File: src/rtl/unop_pkg.sv
package unop_pkg;

  typedef enum logic [3:0] {
    OPC_NONE = 4'h0,
    OPC_ZX8  = 4'h1,
    OPC_ZX16 = 4'h2,
    OPC_ZX32 = 4'h3,
    OPC_SWAP = 4'h4,
    OPC_SX8  = 4'h5,
    OPC_SX16 = 4'h6,
    OPC_SX32 = 4'h7,
    OPC_SEQZ = 4'h8,
    OPC_SNEZ = 4'h9,
    OPC_SNEG = 4'hA,
    OPC_SNNG = 4'hB,
    OPC_SPOS = 4'hC,
    OPC_SNPS = 4'hD,
    OPC_RSVE = 4'hE,
    OPC_RSVF = 4'hF
  } unop_opc_e;

  typedef enum logic [2:0] {
    KIND_BAD,
    KIND_ZEXT,
    KIND_SEXT,
    KIND_SWAP,
    KIND_COND
  } unop_kind_e;

  // index of the narrow field width: 0 -> 8 bits, 1 -> 16 bits, 2 -> 32 bits
  localparam int FIELD_SEL_W = 2;
  localparam int N_FIELDS    = 3;

endpackage

File: src/rtl/unop_decode.sv
module unop_decode
  import unop_pkg::*;
(
  input  logic [3:0]             op,
  output unop_kind_e             kind,
  output logic [FIELD_SEL_W-1:0] field_sel,
  output logic [2:0]             cond_code
);

  always_comb begin
    kind = KIND_BAD;
    unique case (unop_opc_e'(op))
      OPC_ZX8, OPC_ZX16, OPC_ZX32:                       kind = KIND_ZEXT;
      OPC_SX8, OPC_SX16, OPC_SX32:                       kind = KIND_SEXT;
      OPC_SWAP:                                          kind = KIND_SWAP;
      OPC_SEQZ, OPC_SNEZ, OPC_SNEG,
      OPC_SNNG, OPC_SPOS, OPC_SNPS:                      kind = KIND_COND;
      default:                                           kind = KIND_BAD;
    endcase
  end

  // both extension groups put the field size in the two low opcode bits (1..3)
  assign field_sel = op[1:0] - 2'd1;
  // condition group: bits 2:1 choose the test, bit 0 inverts it
  assign cond_code = op[2:0];

endmodule

File: src/rtl/unop_extend.sv
module unop_extend
  import unop_pkg::*;
#(
  parameter int DATA_W = 64
) (
  input  logic [DATA_W-1:0]      operand,
  input  logic [FIELD_SEL_W-1:0] field_sel,
  output logic [DATA_W-1:0]      zext_val,
  output logic [DATA_W-1:0]      sext_val,
  output logic [DATA_W-1:0]      swap_val
);

  localparam int N_BYTES = DATA_W / 8;

  logic [N_FIELDS-1:0][DATA_W-1:0] zx_opt;
  logic [N_FIELDS-1:0][DATA_W-1:0] sx_opt;

  for (genvar k = 0; k < N_FIELDS; k++) begin : g_field
    localparam int FW = 8 << k;
    if (FW < DATA_W) begin : g_narrow
      assign zx_opt[k] = {{(DATA_W-FW){1'b0}}, operand[FW-1:0]};
      assign sx_opt[k] = {{(DATA_W-FW){operand[FW-1]}}, operand[FW-1:0]};
    end else begin : g_full
      assign zx_opt[k] = operand;
      assign sx_opt[k] = operand;
    end
  end

  for (genvar b = 0; b < N_BYTES; b++) begin : g_swap
    assign swap_val[8*b +: 8] = operand[8*(N_BYTES-1-b) +: 8];
  end

  always_comb begin
    zext_val = '0;
    sext_val = '0;
    case (field_sel)
      2'd0: begin zext_val = zx_opt[0]; sext_val = sx_opt[0]; end
      2'd1: begin zext_val = zx_opt[1]; sext_val = sx_opt[1]; end
      2'd2: begin zext_val = zx_opt[2]; sext_val = sx_opt[2]; end
      default: begin zext_val = '0; sext_val = '0; end
    endcase
  end

endmodule

File: src/rtl/unop_cond.sv
module unop_cond #(
  parameter int DATA_W = 64
) (
  input  logic [DATA_W-1:0] operand,
  input  logic [2:0]        cond_code,
  output logic              hit
);

  logic is_zero, is_neg, is_pos, base;

  assign is_zero = (operand == '0);
  assign is_neg  = operand[DATA_W-1];
  assign is_pos  = !is_neg && !is_zero;

  always_comb begin
    case (cond_code[2:1])
      2'b00:   base = is_zero;
      2'b01:   base = is_neg;
      2'b10:   base = is_pos;
      default: base = 1'b0;
    endcase
    hit = base ^ cond_code[0];
  end

endmodule

File: src/rtl/unop_unit.sv
module unop_unit
  import unop_pkg::*;
#(
  parameter int DATA_W = 64,
  parameter int REG_W  = 4
) (
  input  logic              clk,
  input  logic              rst,
  input  logic              in_valid,
  input  logic [3:0]        in_op,
  input  logic [REG_W-1:0]  in_src_idx,
  input  logic [DATA_W-1:0] in_src_val,
  output logic              out_valid,
  output logic [DATA_W-1:0] out_result,
  output logic              out_illegal
);

  localparam logic [REG_W-1:0] ZERO_IDX = '1;

  if (!(DATA_W == 32 || DATA_W == 64)) begin : g_bad_width
    initial $fatal(1, "unop_unit: DATA_W must be 32 or 64");
  end

  logic [DATA_W-1:0]      operand;
  unop_kind_e             kind;
  logic [FIELD_SEL_W-1:0] field_sel;
  logic [2:0]             cond_code;
  logic [DATA_W-1:0]      zext_val, sext_val, swap_val;
  logic                   cond_hit;
  logic [DATA_W-1:0]      result_d;
  logic                   illegal_d;

  assign operand = (in_src_idx == ZERO_IDX) ? '0 : in_src_val;

  unop_decode u_decode (
    .op        (in_op),
    .kind      (kind),
    .field_sel (field_sel),
    .cond_code (cond_code)
  );

  unop_extend #(.DATA_W(DATA_W)) u_extend (
    .operand   (operand),
    .field_sel (field_sel),
    .zext_val  (zext_val),
    .sext_val  (sext_val),
    .swap_val  (swap_val)
  );

  unop_cond #(.DATA_W(DATA_W)) u_cond (
    .operand   (operand),
    .cond_code (cond_code),
    .hit       (cond_hit)
  );

  always_comb begin
    illegal_d = 1'b0;
    result_d  = '0;
    case (kind)
      KIND_ZEXT: result_d = zext_val;
      KIND_SEXT: result_d = sext_val;
      KIND_SWAP: result_d = swap_val;
      KIND_COND: result_d = {{(DATA_W-1){1'b0}}, cond_hit};
      default:   illegal_d = 1'b1;
    endcase
  end

  always_ff @(posedge clk) begin
    if (rst) begin
      out_valid   <= 1'b0;
      out_result  <= '0;
      out_illegal <= 1'b0;
    end else begin
      out_valid <= in_valid;
      if (in_valid) begin
        out_result  <= result_d;
        out_illegal <= illegal_d;
      end
    end
  end

  // strobe follows the request by exactly one cycle
  p_valid_follow_r2: assert property (@(posedge clk) disable iff (rst)
    in_valid |=> out_valid);
  p_valid_idle_r2: assert property (@(posedge clk) disable iff (rst)
    !in_valid |=> !out_valid);

  // no request, no change
  p_hold_r9: assert property (@(posedge clk) disable iff (rst)
    !in_valid |=> ($stable(out_result) && $stable(out_illegal)));

  // an illegal result carries no data
  p_illegal_zero_r8: assert property (@(posedge clk) disable iff (rst)
    out_illegal |-> (out_result == '0));
  p_reserved_flag_r8: assert property (@(posedge clk) disable iff (rst)
    (in_valid && (in_op == 4'h0 || in_op == 4'hE || in_op == 4'hF)) |=> out_illegal);

  // set-on-condition results are 0 or 1
  p_cond_boolean_r6: assert property (@(posedge clk) disable iff (rst)
    (in_valid && in_op >= 4'h8 && in_op <= 4'hD) |=> (out_result[DATA_W-1:1] == '0));

  // byte zero extension clears the upper part
  p_zext_byte_r3: assert property (@(posedge clk) disable iff (rst)
    (in_valid && in_op == 4'h1) |=> (out_result[DATA_W-1:8] == '0));

  // byte sign extension replicates bit 7
  p_sext_byte_r4: assert property (@(posedge clk) disable iff (rst)
    (in_valid && in_op == 4'h5) |=> (out_result[DATA_W-1:8] == {(DATA_W-8){out_result[7]}}));

  // index 15 is zero, so the zero test returns 1
  p_zero_src_r7: assert property (@(posedge clk) disable iff (rst)
    (in_valid && in_src_idx == ZERO_IDX && in_op == 4'h8) |=> (out_result == DATA_W'(1)));

endmodule

File: config.mk
export PLATFORM = sky130hd
export DESIGN_NAME = unop_unit
export DESIGN_NICKNAME = d
export VERILOG_FILES = /design/src/rtl/unop_pkg.sv /design/src/rtl/unop_decode.sv /design/src/rtl/unop_extend.sv /design/src/rtl/unop_cond.sv /design/src/rtl/unop_unit.sv
export SDC_FILE = /design/constraint.sdc
export NUM_CORES = 1
export LEC_CHECK = 0
export BUFFER_PORTS_ARGS = -buffer_cell sky130_fd_sc_hd__buf_2
export CAP_MARGIN = 15
export CORE_ASPECT_RATIO = 1.1
export CORE_MARGIN = 1
export CORE_UTILIZATION = 55
export DETAILED_ROUTE_END_ITERATION = 16
export PLACE_DENSITY = 0.91
export REMOVE_ABC_BUFFERS = 1
export SKIP_CTS_REPAIR_TIMING = 1
export SLEW_MARGIN = 10
export SYNTH_ARGS = -nofsm -noshare
export SYNTH_HDL_FRONTEND = slang
export SYNTH_HIERARCHICAL = 1
export SYNTH_SLANG_ARGS = --single-unit
export TNS_END_PERCENT = 1
File: constraint.sdc
create_clock -name clk -period 4.4 [get_ports clk]
set_clock_uncertainty 0.1 [all_clocks]
set_input_delay 0.22 -clock clk [delete_from_list [all_inputs] [get_ports clk]]
set_output_delay 0.22 -clock clk [all_outputs]
set_load 0.05 [all_outputs]
==> reports/metrics.cfg, run 1 <==
[placed_design]
globalplace.congestion = 0.8776
place_inst = 849
dpl.hpwl_mm = 9.229
port_buffers = 140
place_ws_ns = 1.092

[global_routing]
grt_pass1_wl_mm = 21.36
grt_max_degree = 67
grt_pass1_vias = 4354
grtUsageTotal_pct = 24.71
grt_antenna_before_repair = 3
overflow = 0

[logic_synthesis]
synth_edf_count = 0
synth_seq_cells = 66
synth_ff_type = dfxtp_1
synth_compound_area_share_pct = 16.69
netlist_instances = 713
async_flop_share_pct = 0
yosys.area_share.simple_pct = 20.26
synth-seq-area-share_pct = 22.71
synthAdderAreaFrac_pct = 0.2151
syn_area_um2 = 5818
ys_warn_count = 6
yosysTopAreaCell = dfxtp_1
avgSynthCellArea_um2 = 8.160
synth_cell_types = 43
synth-xor-area-share_pct = 0.6022
synth_top_area_share_pct = 22.71
synth_mux_area_share_pct = 16.17
synth_top_family_by_area = buffers and inverters
ys_top_cells_by_area = dfxtp_1 (23%), buf_4 (18%), mux2_2 (12%)

[critical_path]
worstPathArrival_ns = 3.20
regToRegStartpoint = out_result[0]$_SDFFE_PP0P_
worst-path-max-fanout = 64
reg2reg_depth = 2
slowest_stage = or4_1
crit_required_ns = 4.52
path_cells = buf_2 -> nand4_1 -> buf_4 -> and2_1 -> nor4_1 -> nand4_1 -> nor4_4 -> mux2i_1 -> or4_1 -> a32o_1 -> a211o_1
crit_path_start = in_src_idx[2]
r2r-end = out_result[0]$_SDFFE_PP0P_
critPathMaxStageDelay_ns = 0.51
crit_end = out_result[0]$_SDFFE_PP0P_
cp-start-kind = primary input
crit_path_end_kind = flip-flop
path_class = primary input to flip-flop
r2r_slack_ns = 3.49
crit_top_cell = nand4_1

[clocking]
clock-sinks = 66
insertion_delay_ns = 0.33
cts_made_buffers = 9
cts_tree = yes
cts_root_buffer = clkbuf_16
clockBufferDepth = 2
path_clk_slew_ns = 0.05
h-tree-depth = 3

[die]
die_area_um2 = 10990
dieHeight_um = 109.9
initial_utilization_pct = 56.24
core-area_um2 = 10340
die_x_um = 100.1
io-pin-count = 141
core.rowCount = 39

[detailed_routing]
drt-vias-per-instance = 5.480
dr.pass1.iters = 5
drc = 0
top_layer = met4
detailroute.via_count = 4757
wl_met1_mm = 6.000
drtIter0Drc = 363
drt_wl_total_mm = 13.61
dr_wl_met2_mm = 6.339
post_drt_wl_per_cell_um = 15.68
postRouteAntennaNets = 0
wl_met3_um = 899

[layout]
drive_gt1_share_pct = 33.66
fin_cells = 868
fin_nets = 793
area_growth_pct = 1.333

[power]
p_leak_nw = 2.527
powerDensity_nw_per_um2 = 294.1
vdd_ir_drop_max_mv = 0.1416
p_total_mw = 1.734

[sta]
post-route-period-util_pct = 69.90
fmax_mhz = 325.2
setup_viol = 0
slew_headroom_pct = 43.16
finalHoldViolCount = 0
drv_slew = 0
worst_slack_ns = 1.325
worst_pin_slew_ns = 0.8508
rsz0062_at_grt = false
fin_crit_ns = 3.075

[flow_run]
drv_cap = 0

[outcome]
status = complete, no violations

[worst_hold_path]
hp-class = primary input to flip-flop

## where the power goes
group / switching, mW / leakage (nW) / internal, mW
registers: 0.00518 / 0.533 / 0.609
logic: 0.253 / 1.85 / 0.175
clock network: 0.258 / 0.142 / 0.434
total: 0.516 / 2.53 / 1.22
## worst max-delay path: cells and delay by family
kind	cells	cell delay [ns]
mux	1	0.12
compound gates	2	0.54
simple gates	6	1.93
buf+inv	2	0.36
## synthesized netlist by cell type (2+ instances only)
library cell  instances
a22oi_1              63
and2_1               93
buf_1                 6
buf_2                13
buf_4               139
buf_6                10
clkbuf_1             17
clkbuf_2              2
dfxtp_1              66
inv_1                 6
mux2_2               63
mux2i_1              22
nand2_1              65
nand3_1               2
nand4_1               5
nor2_1                7
nor2b_1               5
nor4_1               13
nor4_2                4
o21ai_0              62
o21ai_1              22
o2bb2ai_1             5
xnor2_1               2
xor2_1                2
## per-stage QoR
step           area [µm²]  hold slack (ns)  util, %  TNS, ns
6_report             5896          0.05582    56.99        0
5_1_grt              5893          0.07344    56.97        0
4_1_cts              5888          0.04915    56.92        0
3_5_place_dp         5602           0.3364    54.15        0
3_3_place_gp         5602           0.3304    54.15        0
2_1_floorplan        4602           0.1928        -  -109.08
## cells in the final DEF, fill, tap and decap left out, types with 5 or more instances in the layout
| cell | Yosys | layout |
|---|---|---|
| clkbuf_16 | 0 | 9 |
| o21ai_0 | 62 | 61 |
| nand4_1 | 5 | 5 |
| nor4_1 | 13 | 13 |
| inv_1 | 6 | 6 |
| mux2_2 | 63 | 63 |
| conb_1 | 1 | 32 |
| nor2_1 | 7 | 5 |
| dfxtp_1 | 66 | 66 |
| o2bb2ai_1 | 5 | 5 |
| o21ai_1 | 22 | 21 |
| buf_4 | 139 | 10 |
| a22oi_1 | 63 | 63 |
| and2_1 | 93 | 93 |
| mux2i_1 | 22 | 22 |
| nand2_1 | 65 | 65 |
| buf_2 | 13 | 140 |
## sequential cells by signal (all words and copies together), names as in the netlist
name	cells
out_result	64
out_illegal	1
out_valid	1
## how the worst min path moves through the flow
stage | slack, ns | startpoint | depth (start not counted) | endpoint
after global routing | 0.07 | rst | 2 | out_illegal$_SDFFE_PP0P_
after detailed placement | 0.34 | out_result[10]$_SDFFE_PP0P_ | 2 | out_result[10]$_SDFFE_PP0P_
final | 0.06 | rst | 2 | out_illegal$_SDFFE_PP0P_
after global placement | 0.33 | out_result[22]$_SDFFE_PP0P_ | 2 | out_result[22]$_SDFFE_PP0P_
after CTS | 0.05 | rst | 2 | out_illegal$_SDFFE_PP0P_
after floorplan | 0.19 | rst | 1 | out_illegal$_SDFFE_PP0P_
## layer usage
metal	vias to the layer above	track usage [%]
li1	2335	-
met1	2233	31.97
met2	164	39.70
met3	25	5.785
met4	0	10.04
met5	-	0
## kinds of logic after synthesis
family                   Yosys count
XOR/XNOR                           4
multiplexers                      86
adder cells (fa/ha/maj)            1
other                              1
AO/OA/AOI/OAI                    156
AND/OR/NAND/NOR                  205
flip-flops                        66
buffers and inverters            194
## area by class of cell
type	count	area [µm²]
fillers	962	4449
multi-input cells	484	3303
flip-flops and latches	66	1321
repair buffers	150	775.7
clock buffers	10	229.0
well taps	143	178.9
clock inverters	6	57.56
inverters	6	22.52
diodes	3	7.507
Power figures use the tool's default switching activity.
==> run 2: changes to the inputs <==
==> constraint.sdc (replaced) <==
create_clock -name clk -period 2.9 [get_ports clk]
set_clock_uncertainty 0.1 [all_clocks]
set_input_delay 0.145 -clock clk [delete_from_list [all_inputs] [get_ports clk]]
set_output_delay 0.145 -clock clk [all_outputs]
set_load 0.05 [all_outputs]
==> reports/metrics.cfg, run 2 (same netlist as run 1, synthesis figures left out) <==
[power]
p_total_mw = 2.817  ; +62%
p_sw_mw = 0.8312  ; +61%
vdd_ir_drop_max_mv = 0.2810  ; +98%
p_leak_nw = 2.856  ; +13%
internal_power_mw = 1.985  ; +63%
switching_share_pct = 29.51  ; -0.27 points
seqPwrFrac_pct = 33.1  ; -2.3 points
powerDensity_nw_per_um2 = 432.2  ; +47%
clock_power_share_pct = 39.7  ; -0.2 points
p_comb_share_pct = 27.2  ; +2.5 points

[sta]
slew_headroom_pct = 57.64  ; +14 points
post-route-period-util_pct = 99.98
fmax_mhz = 344.9
drv_slew = 0  ; unchanged
fin_crit_ns = 2.899
worst_pin_slew_ns = 0.6354  ; -0.2153 ns
finalHoldViolCount = 1  ; +1
hold_ws_ns = -0.006179  ; -0.06199 ns
setup_viol = 0  ; unchanged

[clocking]
insertion_delay_ns = 0.33  ; about the same
h-tree-depth = 3  ; unchanged
clockBufferDepth = 2  ; unchanged
cts_root_buffer = clkbuf_16
clock-sinks = 66  ; unchanged
cts_made_buffers = 9  ; unchanged
path_clk_slew_ns = 0.05  ; about the same
cts_tree = yes

[critical_path]
worstPathArrival_ns = 3.02  ; -0.18 ns
reg2reg_depth = 2  ; unchanged
crit_required_ns = 3.02  ; -1.50 ns
cp-start-kind = primary input
path_class = primary input to flip-flop
r2r-end = out_result[0]$_SDFFE_PP0P_
crit_path_start = in_src_idx[3]
worst-path-max-fanout = 15  ; -77%
r2r_slack_ns = 1.97  ; -1.52 ns
crit_end = out_result[0]$_SDFFE_PP0P_
crit_path_end_kind = flip-flop
regToRegStartpoint = out_result[0]$_SDFFE_PP0P_

[global_routing]
grt_pass1_wl_mm = 22.78  ; +6.7%
grt_antenna_before_repair = 1  ; -2
grt_pass1_vias = 4727  ; +8.6%
overflow = 0  ; unchanged
grt_max_degree = 64  ; -4.5%
grtUsageTotal_pct = 26.57  ; +1.9 points

[layout]
largest_reg_flops = 64  ; unchanged
top_regs = out_result: 64 flops, out_illegal: 1 flops, out_valid: 1 flops
fin_nets = 837  ; +5.5%
fill_cells = 867  ; -9.9%
layout_common_cells = buf_2 (139), and2_1 (73), dfxtp_1 (66)
layout_commonest_cell = buf_2
multi_input_area_um2 = 3483  ; +5.5%
regMostFlops = out_result
drive_gt1_share_pct = 41.31  ; +7.7 points
area_growth_pct = 12.00
seqCellArea_um2 = 1321  ; unchanged

[worst_hold_path]
hp-class = primary input to flip-flop

[detailed_routing]
drtIter0Drc = 396  ; +9.1%
wl_met3_mm = 1.145  ; +27%
dr.pass1.iters = 5  ; unchanged
drc = 0  ; unchanged
post_drt_wl_per_cell_um = 17.42  ; +11%
wl_met1_mm = 6.494  ; +8.2%
top_layer = met4
dr_wl_met2_mm = 7.566  ; +19%
postRouteAntennaNets = 0  ; unchanged
drt_wl_total_mm = 15.84  ; +16%
detailroute.via_count = 5198  ; +9.3%
drt-vias-per-instance = 5.718  ; +4.3%

[outcome]
violations = hold timing
status = finished, violations left

[die]
die_area_um2 = 10990  ; unchanged
dieHeight_um = 109.9  ; unchanged
io-pin-count = 141  ; unchanged
initial_utilization_pct = 56.24  ; unchanged
core.rowCount = 39  ; unchanged
core-area_um2 = 10340  ; unchanged
die_x_um = 100.1  ; unchanged

[placed_design]
dpl.hpwl_mm = 10.12  ; +9.7%
globalplace.congestion = 0.8953  ; +2.0%
port_buffers = 140  ; unchanged

[flow_run]
drv_cap = 0  ; unchanged

run 2: changes by cell type in the layout (fill, tap and decap cells not counted), sizes merged:
| cell | previous run | this run |
|---|---|---|
| clkbuf | 10 | 16 |
| buf | 150 | 190 |
| clkinvlp | 1 | 0 |
| diode | 3 | 1 |
| dlygate4sd3 | 0 | 1 |
| clkinv | 4 | 1 |
run 2: how the worst min path moves through the flow:
| stage | start | slack, ns | cells past startpoint | end |
|---|---|---|---|---|
| final | in_valid | -0.006 | 2 | out_illegal$_SDFFE_PP0P_ |
| after global routing | in_valid | 0.02 | 2 | out_illegal$_SDFFE_PP0P_ |
| after CTS | rst | -0.03 | 2 | out_illegal$_SDFFE_PP0P_ |
| after detailed placement | rst | 0.32 | 2 | out_illegal$_SDFFE_PP0P_ |
| after global placement | rst | 0.31 | 2 | out_illegal$_SDFFE_PP0P_ |
| after floorplan | rst | 0.12 | 1 | out_illegal$_SDFFE_PP0P_ |
run 2: power groups by stage:
| stage | clock network, mW | logic [mW] | registers (mW) |
|---|---|---|---|
| after floorplan | 0 | 0.397 | 1.01 |
| after global placement | 0 | 0.670 | 0.951 |
| after detailed placement | 0 | 0.688 | 0.952 |
| after CTS | 1.12 | 0.694 | 0.933 |
| after global routing | 1.16 | 0.814 | 0.934 |
| final | 1.12 | 0.767 | 0.933 |
run 2: critical path, cell delays in order:
cell	delay, ns
buf_2	0.08
nand4_1	0.18
buf_4	0.22
clkbuf_16	0.17
and2_1	0.21
nor4_4	0.32
nand4_1	0.24
nor4_4	0.26
mux2i_1	0.11
or4_1	0.53
a32o_1	0.28
a211o_1	0.26
run 2: metrics by stage:
stage,util [%],instance area (µm²),setup WS [ns],TNS (ns),cells
4_1_cts,59.83,6190,-0.0007734,-0.0007734,900
3_3_place_gp,56.88,5884,-0.1365,-0.1365,885
5_1_grt,62.99,6516,-0.1113,-0.1113,909
2_1_floorplan,-,4602,-3.135,-201.33,556
3_5_place_dp,56.88,5884,-0.2314,-0.2314,885
6_report,62.99,6516,0.0006599,0,909
run 2: final cells by class:
| cell class | count | area share [%] |
|---|---|---|
| Sequential cell | 66 | 20.28 |
| Antenna cell | 1 | 0.03840 |
| Clock buffer | 13 | 4.147 |
| Timing Repair Buffer | 194 | 18.45 |
| Multi-Input combinational cell | 484 | 53.46 |
| Tap cell | 143 | 2.746 |
| Clock inverter | 2 | 0.5376 |
| Inverter | 6 | 0.3456 |
run 2: per-layer routing:
metal | vias to the layer above | track usage, %
li1 | 2415 | -
met1 | 2441 | 32.21
met2 | 279 | 43.74
met3 | 63 | 5.912
met4 | 0 | 14.80
met5 | - | 0
